**src/rtl/tap13_pkg.sv**
```systemverilog
// tap13_pkg: state encoding, decode result type and next-state function
// shared by the test access port controller modules.
// Assumes: instruction register of at least four bits; decode uses bits 3:0.
package tap13_pkg;

    typedef enum logic [3:0] {
        ST_TLR, ST_RTI,
        ST_SEL_DR, ST_CAP_DR, ST_SH_DR, ST_EX1_DR, ST_PAU_DR, ST_EX2_DR, ST_UPD_DR,
        ST_SEL_IR, ST_CAP_IR, ST_SH_IR, ST_EX1_IR, ST_PAU_IR, ST_EX2_IR, ST_UPD_IR
    } tap_state_e;

    typedef enum logic [1:0] {
        PATH_BYPASS   = 2'd0,
        PATH_IDENT    = 2'd1,
        PATH_BOUNDARY = 2'd2
    } dr_path_e;

    typedef struct packed {
        dr_path_e path;
        logic     ext_mode;
        logic     float_pins;
    } op_ctl_t;

    localparam logic [3:0] NIB_EXTEST = 4'h0;
    localparam logic [3:0] NIB_SAMPLE = 4'h1;
    localparam logic [3:0] NIB_IDENT  = 4'h2;
    localparam logic [3:0] NIB_FLOAT  = 4'hB;

    // Standard controller transition for one rising edge of the test clock.
    function automatic tap_state_e tap_next(input tap_state_e st, input logic m);
        tap_state_e nx;
        case (st)
            ST_TLR:    nx = m ? ST_TLR    : ST_RTI;
            ST_RTI:    nx = m ? ST_SEL_DR : ST_RTI;
            ST_SEL_DR: nx = m ? ST_SEL_IR : ST_CAP_DR;
            ST_CAP_DR: nx = m ? ST_EX1_DR : ST_SH_DR;
            ST_SH_DR:  nx = m ? ST_EX1_DR : ST_SH_DR;
            ST_EX1_DR: nx = m ? ST_UPD_DR : ST_PAU_DR;
            ST_PAU_DR: nx = m ? ST_EX2_DR : ST_PAU_DR;
            ST_EX2_DR: nx = m ? ST_UPD_DR : ST_SH_DR;
            ST_UPD_DR: nx = m ? ST_SEL_DR : ST_RTI;
            ST_SEL_IR: nx = m ? ST_TLR    : ST_CAP_IR;
            ST_CAP_IR: nx = m ? ST_EX1_IR : ST_SH_IR;
            ST_SH_IR:  nx = m ? ST_EX1_IR : ST_SH_IR;
            ST_EX1_IR: nx = m ? ST_UPD_IR : ST_PAU_IR;
            ST_PAU_IR: nx = m ? ST_EX2_IR : ST_PAU_IR;
            ST_EX2_IR: nx = m ? ST_UPD_IR : ST_SH_IR;
            ST_UPD_IR: nx = m ? ST_SEL_DR : ST_RTI;
            default:   nx = ST_TLR;
        endcase
        return nx;
    endfunction

endpackage

```
**src/rtl/tap13_fsm.sv**
```systemverilog
// tap13_fsm: sixteen-state test controller stepped by tms on rising tck.
// Assumes: trst_n is synchronous to tck and active low.
module tap13_fsm
    import tap13_pkg::*;
(
    input  logic       tck,
    input  logic       trst_n,
    input  logic       tms,
    output tap_state_e state
);

    localparam int unsigned ESCAPE_LEN = 5;
    localparam int unsigned RUN_W      = $clog2(ESCAPE_LEN + 1);

    // Advance the controller state, or force Test-Logic-Reset under reset.
    always_ff @(posedge tck) begin
        if (!trst_n) state <= ST_TLR;
        else         state <= tap_next(state, tms);
    end

    // Count consecutive tms-high edges (saturating) to check the escape rule.
    logic [RUN_W-1:0] tms_run;
    always_ff @(posedge tck) begin
        if (!trst_n)                             tms_run <= '0;
        else if (!tms)                           tms_run <= '0;
        else if (tms_run != RUN_W'(ESCAPE_LEN))  tms_run <= tms_run + 1'b1;
    end

    // five rising edges with tms high always land in Test-Logic-Reset.
    a_r1_tms_escape: assert property (@(posedge tck) disable iff (!trst_n)
        (tms_run == RUN_W'(ESCAPE_LEN)) |-> (state == ST_TLR));

    // leaving Test-Logic-Reset goes to Run-Test/Idle.
    a_r1_leave_reset: assert property (@(posedge tck) disable iff (!trst_n)
        (state == ST_TLR && !tms) |=> (state == ST_RTI));

endmodule

```
**src/rtl/tap13_ir.sv**
```systemverilog
// tap13_ir: instruction shift stage, active instruction and nibble decode.
// Assumes: IR_LEN >= 4; the active instruction is replaced only in
// Update-IR or Test-Logic-Reset.
module tap13_ir
    import tap13_pkg::*;
#(
    parameter int unsigned IR_LEN    = 13,
    parameter bit          HAS_IDENT = 1'b1
) (
    input  logic       tck,
    input  logic       trst_n,
    input  logic       tdi,
    input  tap_state_e state,
    output logic       ir_so,
    output op_ctl_t    ctl
);

    localparam logic [IR_LEN-1:0] CAPTURE_CODE = {{(IR_LEN-1){1'b0}}, 1'b1};
    localparam logic [IR_LEN-1:0] RESET_CODE   = HAS_IDENT ?
        {{(IR_LEN-4){1'b0}}, NIB_IDENT} : {IR_LEN{1'b1}};

    logic [IR_LEN-1:0] ir_sr;
    logic [IR_LEN-1:0] ir_q;

    // Instruction shift stage: fixed capture pattern, then shift toward bit 0.
    always_ff @(posedge tck) begin
        if (!trst_n)                ir_sr <= CAPTURE_CODE;
        else if (state == ST_CAP_IR) ir_sr <= CAPTURE_CODE;
        else if (state == ST_SH_IR)  ir_sr <= {tdi, ir_sr[IR_LEN-1:1]};
    end

    // Active instruction: reset code in Test-Logic-Reset, new code at Update-IR.
    always_ff @(posedge tck) begin
        if (!trst_n || state == ST_TLR) ir_q <= RESET_CODE;
        else if (state == ST_UPD_IR)    ir_q <= ir_sr;
    end

    assign ir_so = ir_sr[0];

    // Decode from the low nibble; the all-ones code is bypass outright.
    always_comb begin
        ctl = '{path: PATH_BYPASS, ext_mode: 1'b0, float_pins: 1'b0};
        if (!(&ir_q)) begin
            case (ir_q[3:0])
                NIB_EXTEST: ctl = '{path: PATH_BOUNDARY, ext_mode: 1'b1, float_pins: 1'b0};
                NIB_SAMPLE: ctl = '{path: PATH_BOUNDARY, ext_mode: 1'b0, float_pins: 1'b0};
                NIB_IDENT:  ctl.path = HAS_IDENT ? PATH_IDENT : PATH_BYPASS;
                NIB_FLOAT:  ctl.float_pins = 1'b1;
                default:    ctl.path = PATH_BYPASS;
            endcase
        end
    end

    // Capture-IR leaves the fixed pattern in the shift stage.
    a_r3_capture_pattern: assert property (@(posedge tck) disable iff (!trst_n)
        (state == ST_CAP_IR) |=> (ir_sr == CAPTURE_CODE));

    // the active instruction moves only after Update-IR or Test-Logic-Reset.
    a_r4_update_only: assert property (@(posedge tck) disable iff (!trst_n)
        ($past(trst_n) && !$stable(ir_q)) |->
        ($past(state) == ST_UPD_IR || $past(state) == ST_TLR));

    // floating pins and test mode never coincide.
    a_r9_float_vs_mode: assert property (@(posedge tck) disable iff (!trst_n)
        $onehot0({ctl.float_pins, ctl.ext_mode}));

    // floating pins always routes through the bypass stage.
    a_r9_float_bypass: assert property (@(posedge tck) disable iff (!trst_n)
        ctl.float_pins |-> (ctl.path == PATH_BYPASS));

endmodule

```
**src/rtl/tap13_dr.sv**
```systemverilog
// tap13_dr: bypass stage, optional identification register and the
// data-path multiplexer that also folds in the external boundary output.
// Assumes: path is stable during a data scan (changes only at Update-IR).
module tap13_dr
    import tap13_pkg::*;
#(
    parameter bit          HAS_IDENT = 1'b1,
    parameter logic [31:0] ID_WORD   = 32'h0000_0013
) (
    input  logic       tck,
    input  logic       trst_n,
    input  logic       tdi,
    input  tap_state_e state,
    input  dr_path_e   path,
    input  logic       bsr_so,
    output logic       dr_so
);

    localparam int unsigned ID_W = 32;

    logic bypass_q;
    logic id_bit;

    // One-bit bypass stage: captures 0, then passes tdi on each shift edge.
    always_ff @(posedge tck) begin
        if (!trst_n)                 bypass_q <= 1'b0;
        else if (state == ST_CAP_DR) bypass_q <= 1'b0;
        else if (state == ST_SH_DR)  bypass_q <= tdi;
    end

    generate
        if (HAS_IDENT) begin : g_ident
            logic [ID_W-1:0] id_sr;

            // Identification shift register: fixed word on capture, LSB out.
            always_ff @(posedge tck) begin
                if (!trst_n)                                        id_sr <= ID_WORD;
                else if (state == ST_CAP_DR && path == PATH_IDENT)  id_sr <= ID_WORD;
                else if (state == ST_SH_DR && path == PATH_IDENT)   id_sr <= {tdi, id_sr[ID_W-1:1]};
            end
            assign id_bit = id_sr[0];

            // capture under IDCODE leaves the full identification word.
            a_r6_ident_capture: assert property (@(posedge tck) disable iff (!trst_n)
                (state == ST_CAP_DR && path == PATH_IDENT) |=> (id_sr == ID_WORD));
        end else begin : g_no_ident
            assign id_bit = 1'b0;
        end
    endgenerate

    // Select the serial output of the data register in use.
    always_comb begin
        case (path)
            PATH_IDENT:    dr_so = id_bit;
            PATH_BOUNDARY: dr_so = bsr_so;
            default:       dr_so = bypass_q;
        endcase
    end

    // Capture-DR always clears the bypass stage.
    a_r7_bypass_zero: assert property (@(posedge tck) disable iff (!trst_n)
        (state == ST_CAP_DR) |=> (bypass_q == 1'b0));

endmodule

```
**src/rtl/tap_ctrl13.sv**
```systemverilog
// tap_ctrl13: test access port controller top. Ties the state machine,
// instruction logic and data registers together, generates boundary
// register strobes and registers tdo/tdo_en on the falling tck edge.
// Assumes: inputs change away from tck edges; trst_n is active low and
// sampled on tck (rising edge for the core, falling edge for tdo).
module tap_ctrl13
    import tap13_pkg::*;
#(
    parameter int unsigned IR_LEN     = 13,
    parameter bit          HAS_IDENT  = 1'b1,
    parameter logic [3:0]  ID_VERSION = 4'h3,
    parameter logic [15:0] ID_PART    = 16'h05A7,
    parameter logic [10:0] ID_MAKER   = 11'b00000001001
) (
    input  logic tck,
    input  logic trst_n,
    input  logic tms,
    input  logic tdi,
    output logic tdo,
    output logic tdo_en,
    output logic bsr_si,
    input  logic bsr_so,
    output logic bsr_select,
    output logic bsr_capture,
    output logic bsr_shift,
    output logic bsr_update,
    output logic bsr_mode,
    output logic pins_disable
);

    localparam logic [31:0] ID_WORD = {ID_VERSION, ID_PART, ID_MAKER, 1'b1};

    tap_state_e state;
    op_ctl_t    ctl;
    logic       ir_so;
    logic       dr_so;

    tap13_fsm u_fsm (
        .tck    (tck),
        .trst_n (trst_n),
        .tms    (tms),
        .state  (state)
    );

    tap13_ir #(
        .IR_LEN    (IR_LEN),
        .HAS_IDENT (HAS_IDENT)
    ) u_ir (
        .tck    (tck),
        .trst_n (trst_n),
        .tdi    (tdi),
        .state  (state),
        .ir_so  (ir_so),
        .ctl    (ctl)
    );

    tap13_dr #(
        .HAS_IDENT (HAS_IDENT),
        .ID_WORD   (ID_WORD)
    ) u_dr (
        .tck    (tck),
        .trst_n (trst_n),
        .tdi    (tdi),
        .state  (state),
        .path   (ctl.path),
        .bsr_so (bsr_so),
        .dr_so  (dr_so)
    );

    // Boundary register controls follow the state while it is the path.
    assign bsr_select   = (ctl.path == PATH_BOUNDARY);
    assign bsr_capture  = bsr_select && (state == ST_CAP_DR);
    assign bsr_shift    = bsr_select && (state == ST_SH_DR);
    assign bsr_update   = bsr_select && (state == ST_UPD_DR);
    assign bsr_mode     = ctl.ext_mode;
    assign pins_disable = ctl.float_pins;
    assign bsr_si       = tdi;

    // Falling-edge output stage: drive tdo only while a scan is shifting.
    always_ff @(negedge tck) begin
        if (!trst_n) begin
            tdo    <= 1'b0;
            tdo_en <= 1'b0;
        end else begin
            tdo_en <= (state == ST_SH_IR) || (state == ST_SH_DR);
            tdo    <= (state == ST_SH_IR) ? ir_so :
                      (state == ST_SH_DR) ? dr_so : 1'b0;
        end
    end

    // the pad is enabled only during Shift-IR or Shift-DR.
    a_r10_enable_window: assert property (@(posedge tck) disable iff (!trst_n)
        tdo_en |-> (state == ST_SH_IR || state == ST_SH_DR));

    // a boundary update strobe only ever follows an exit state.
    a_r8_update_after_exit: assert property (@(posedge tck) disable iff (!trst_n)
        bsr_update |-> ($past(state) == ST_EX1_DR || $past(state) == ST_EX2_DR));

endmodule

```
**config.mk**
```make
export PLATFORM = sky130hd
export DESIGN_NAME = tap_ctrl13
export DESIGN_NICKNAME = d
export VERILOG_FILES = /design/src/rtl/tap13_pkg.sv /design/src/rtl/tap13_fsm.sv /design/src/rtl/tap13_ir.sv /design/src/rtl/tap13_dr.sv /design/src/rtl/tap_ctrl13.sv
export SDC_FILE = /design/constraint.sdc
export NUM_CORES = 1
export LEC_CHECK = 0
export BUFFER_PORTS_ARGS = -buffer_cell sky130_fd_sc_hd__buf_2
export CAP_MARGIN = 10
export CORE_UTILIZATION = 40
export CTS_BUF_LIST = sky130_fd_sc_hd__clkbuf_8
export CTS_CLUSTER_SIZE = 40
export DETAILED_ROUTE_END_ITERATION = 8
export SYNTH_ARGS = -nofsm -noshare
export SYNTH_HDL_FRONTEND = slang
export SYNTH_SLANG_ARGS = --single-unit
```
**constraint.sdc**
```tcl
create_clock -name tck -period 2.05 [get_ports tck]
set_clock_uncertainty 0.1 [all_clocks]
set_input_delay 0.615 -clock tck [delete_from_list [all_inputs] [get_ports tck]]
set_output_delay 0.615 -clock tck [all_outputs]
set_load 0.005 [all_outputs]
```
==> run summary <==
register area share after synthesis = 45.4%
max_cap viols = 0
Clock Path Buffers = 2
internal power = 1.53 mW
net switching fraction of the power = 22.4%
met3 WL = 157 um
Final ANT Viol Nets = 0
top layer in use = met4
required time of the worst setup path = 1.18 ns
Via density = 5.34
Starting Density = 41.5%
Setup TNS = -3.35 ns
drc violations = 0
Die ar. = 6490 um^2
Crit Path Max Fanout = 3
share of layout cells above drive strength 1 = 20.9%
RSZ-0062 raised after global routing = yes
Cells after Synth = 301
First DRT Iteration DRCs = 93
CTS Sinks = 56
Root Buffer = clkbuf_8
core area = 5960 um^2
Port-buffer cells = 13
Layout area overhead = 16.6%
initial antenna violation count = 0
antenna diode count = 0
syn nets = 308
WP data arrival = 1.79 ns
most frequent cells in the layout = dfxtp_1 (53), nand2_1 (39), a21oi_1 (38), nand3_1 (33), o21ai_1 (28)
htree depth = 2
Setup WS pre-CTS = -0.649 ns
First-pass DRT Iterations = 4
nets = 326
Synth Cell Area = 2470 um^2
post-DR wirelength/cell = 12.8 um
Hold WC Path Type = reg -> reg
Leak = 1.05 nW
clock network power share = 36.2%
reg2reg path depth = 5
area fraction of the dominant cell type after synthesis = 45.4%
Startpoint Class = register
CP Class = reg -> reg
maximum VDD drop = 0.341 mV
unique cell type count in the Yosys netlist = 43
met2 WL = 2310 um
fillers = 607
multi-input logic area = 1170 um^2
combinational power share = 7.4%
pin count of the biggest net entering global routing = 35
wire length of the first global-routing pass = 8400 um
dpl hpwl = 3170 um
Area contributors post-synth = dfxtp_1 (45%), a21oi_1 (7.7%), nand3_1 (6.7%)
violated checks = setup timing
final hold violation count = 0
row count = 28
Pins Over Slew Limit = 0
M1 WL = 2510 um
worst slew pin tran = 0.371 ns
Warnings, synthesis = 0
register area = 1120 um^2
CP Capture Type = register
die height = 80.6 um
CTS tree = yes
Synth Register Bits = 56
grt total ovfl = 0
Final Wtd Congestion = 0.730
area leader, netlist = dfxtp_1
net switching power = 443 uW
mean post-synth cell area = 8.21 um^2
GRT Total Usage = 16.7%
setup violators final = 9
Pwr Total = 1.98 mW
WHS Path Cells = 2
Clock Latency Late Sink = 0.31 ns
WL final = 5060 um
number of buffers created by CTS = 5
number of global-route vias before repair = 1825
P per Cell Area = 686 nW/um^2
Max-slew headroom = 75.3%
Setup WS post-layout = -0.614 ns
outcome = finished with violations
Post-Layout Inst Area = 2880 um^2
routed vias = 2111
commonest non-fill, non-tap cell in the layout = dfxtp_1
Worst-path clk slew = 0.09 ns
Placed Area = 2710 um^2
Reg power frac = 56.3%
I/O pins = 14
die width = 80.6 um
## final cells by class
cell class                      instances  share of cell area (%)
Timing Repair Buffer                   44                    12.1
Multi-Input combinational cell        204                    40.8
Tap cell                               75                    3.26
Inverter                                6                   0.782
Sequential cell                        56                    39.1
Clock buffer                            5                    2.39
Clock inverter                          5                    1.61
## metrics by stage
step                instances  hold WS (ns)  utilization [%]
floorplan                 301         0.332                -
global placement          385         0.339             45.4
detailed placement        385         0.342             45.4
CTS                       395         0.357             47.9
global route              395         0.375             48.3
finish                    395         0.353             48.3
## synth_stat cells, drive strengths merged
cell and instances:
or3 1, dfxtp 56, nand4 1, and4 1, a31oi 2, a211oi 1, nor2 4, a311o 1
a32oi 1, nor4b 2, o21ai 37, nor3 3, or4b 1, nand2 40, o221ai 2, ha 2
a21o 1, buf 20, nand4b 1, nand3 33, a221o 1, o41ai 1, a311oi 1, and2 3
nor3b 1, nor2b 2, o31ai 1, and4b 1, a21oi 38, mux2i 1, inv 7, o21a 2
and4bb 1, nand3b 14, o211ai 1, clkbuf 14, nand2b 2
## layer usage
metal,track usage [%],up-vias
li1,-,1084
met2,26.2,30
met5,0,-
met3,3.41,8
met4,6.43,0
met1,22.2,989
## final timing paths
path,slack (ns),endpoint,from
max,-0.61,tdo,u_ir.ir_q[1]
max reg2reg,-0.61,tdo,u_ir.ir_q[1]
min,0.35,u_ir.ir_sr[10],u_ir.ir_sr[11]
min reg2reg,0.35,u_ir.ir_sr[10],u_ir.ir_sr[11]
## flip-flops by register name (all words and copies together), names as in the netlist
| register | flops |
|---|---|
| u_dr.g_ident.id_sr | 32 |
| u_ir.ir_sr | 13 |
| u_fsm.state | 4 |
| u_ir.ir_q | 4 |
| tdo | 1 |
| tdo_en | 1 |
| u_dr.bypass_q | 1 |
## cell families (layout without fill, tap and decap cells)
family          Yosys count  in the layout  synth area share, %
simple gates            111            111                 24.3
compound gates           90             90                 20.4
mux                       1              1                0.405
fa+ha+maj                 2              2                 1.01
flops                    56             56                 45.4
buf+inv                  41             60                 8.46
## power by group through the flow
stage	Clock [mW]	Sequential [mW]	Combinational, mW
4_1_cts	0.744	1.11	0.147
2_1_floorplan	0.00917	1.13	0.103
3_3_place_gp	0.00917	1.14	0.145
3_5_place_dp	0.00917	1.14	0.145
5_1_grt	0.781	1.11	0.162
6_report	0.715	1.11	0.147
## timing repair
| item | in CTS | in global routing |
|---|---|---|
| endpoints found under the setup margin | 9 | 41 |
| resized for setup | 11 | 7 |
| setup buffers | 1 | 1 |
| hold buffers | 0 | 0 |
| pin swaps | 2 | 2 |
## worst max-delay path, stage by stage, from the launching register on
cell	delay, ns
dfxtp_2	0.34
or3_4	0.41
ha_4	0.18
a221o_1	0.31
a32oi_1	0.20
nor2_1	0.05
(Power assumes the default switching activity.)
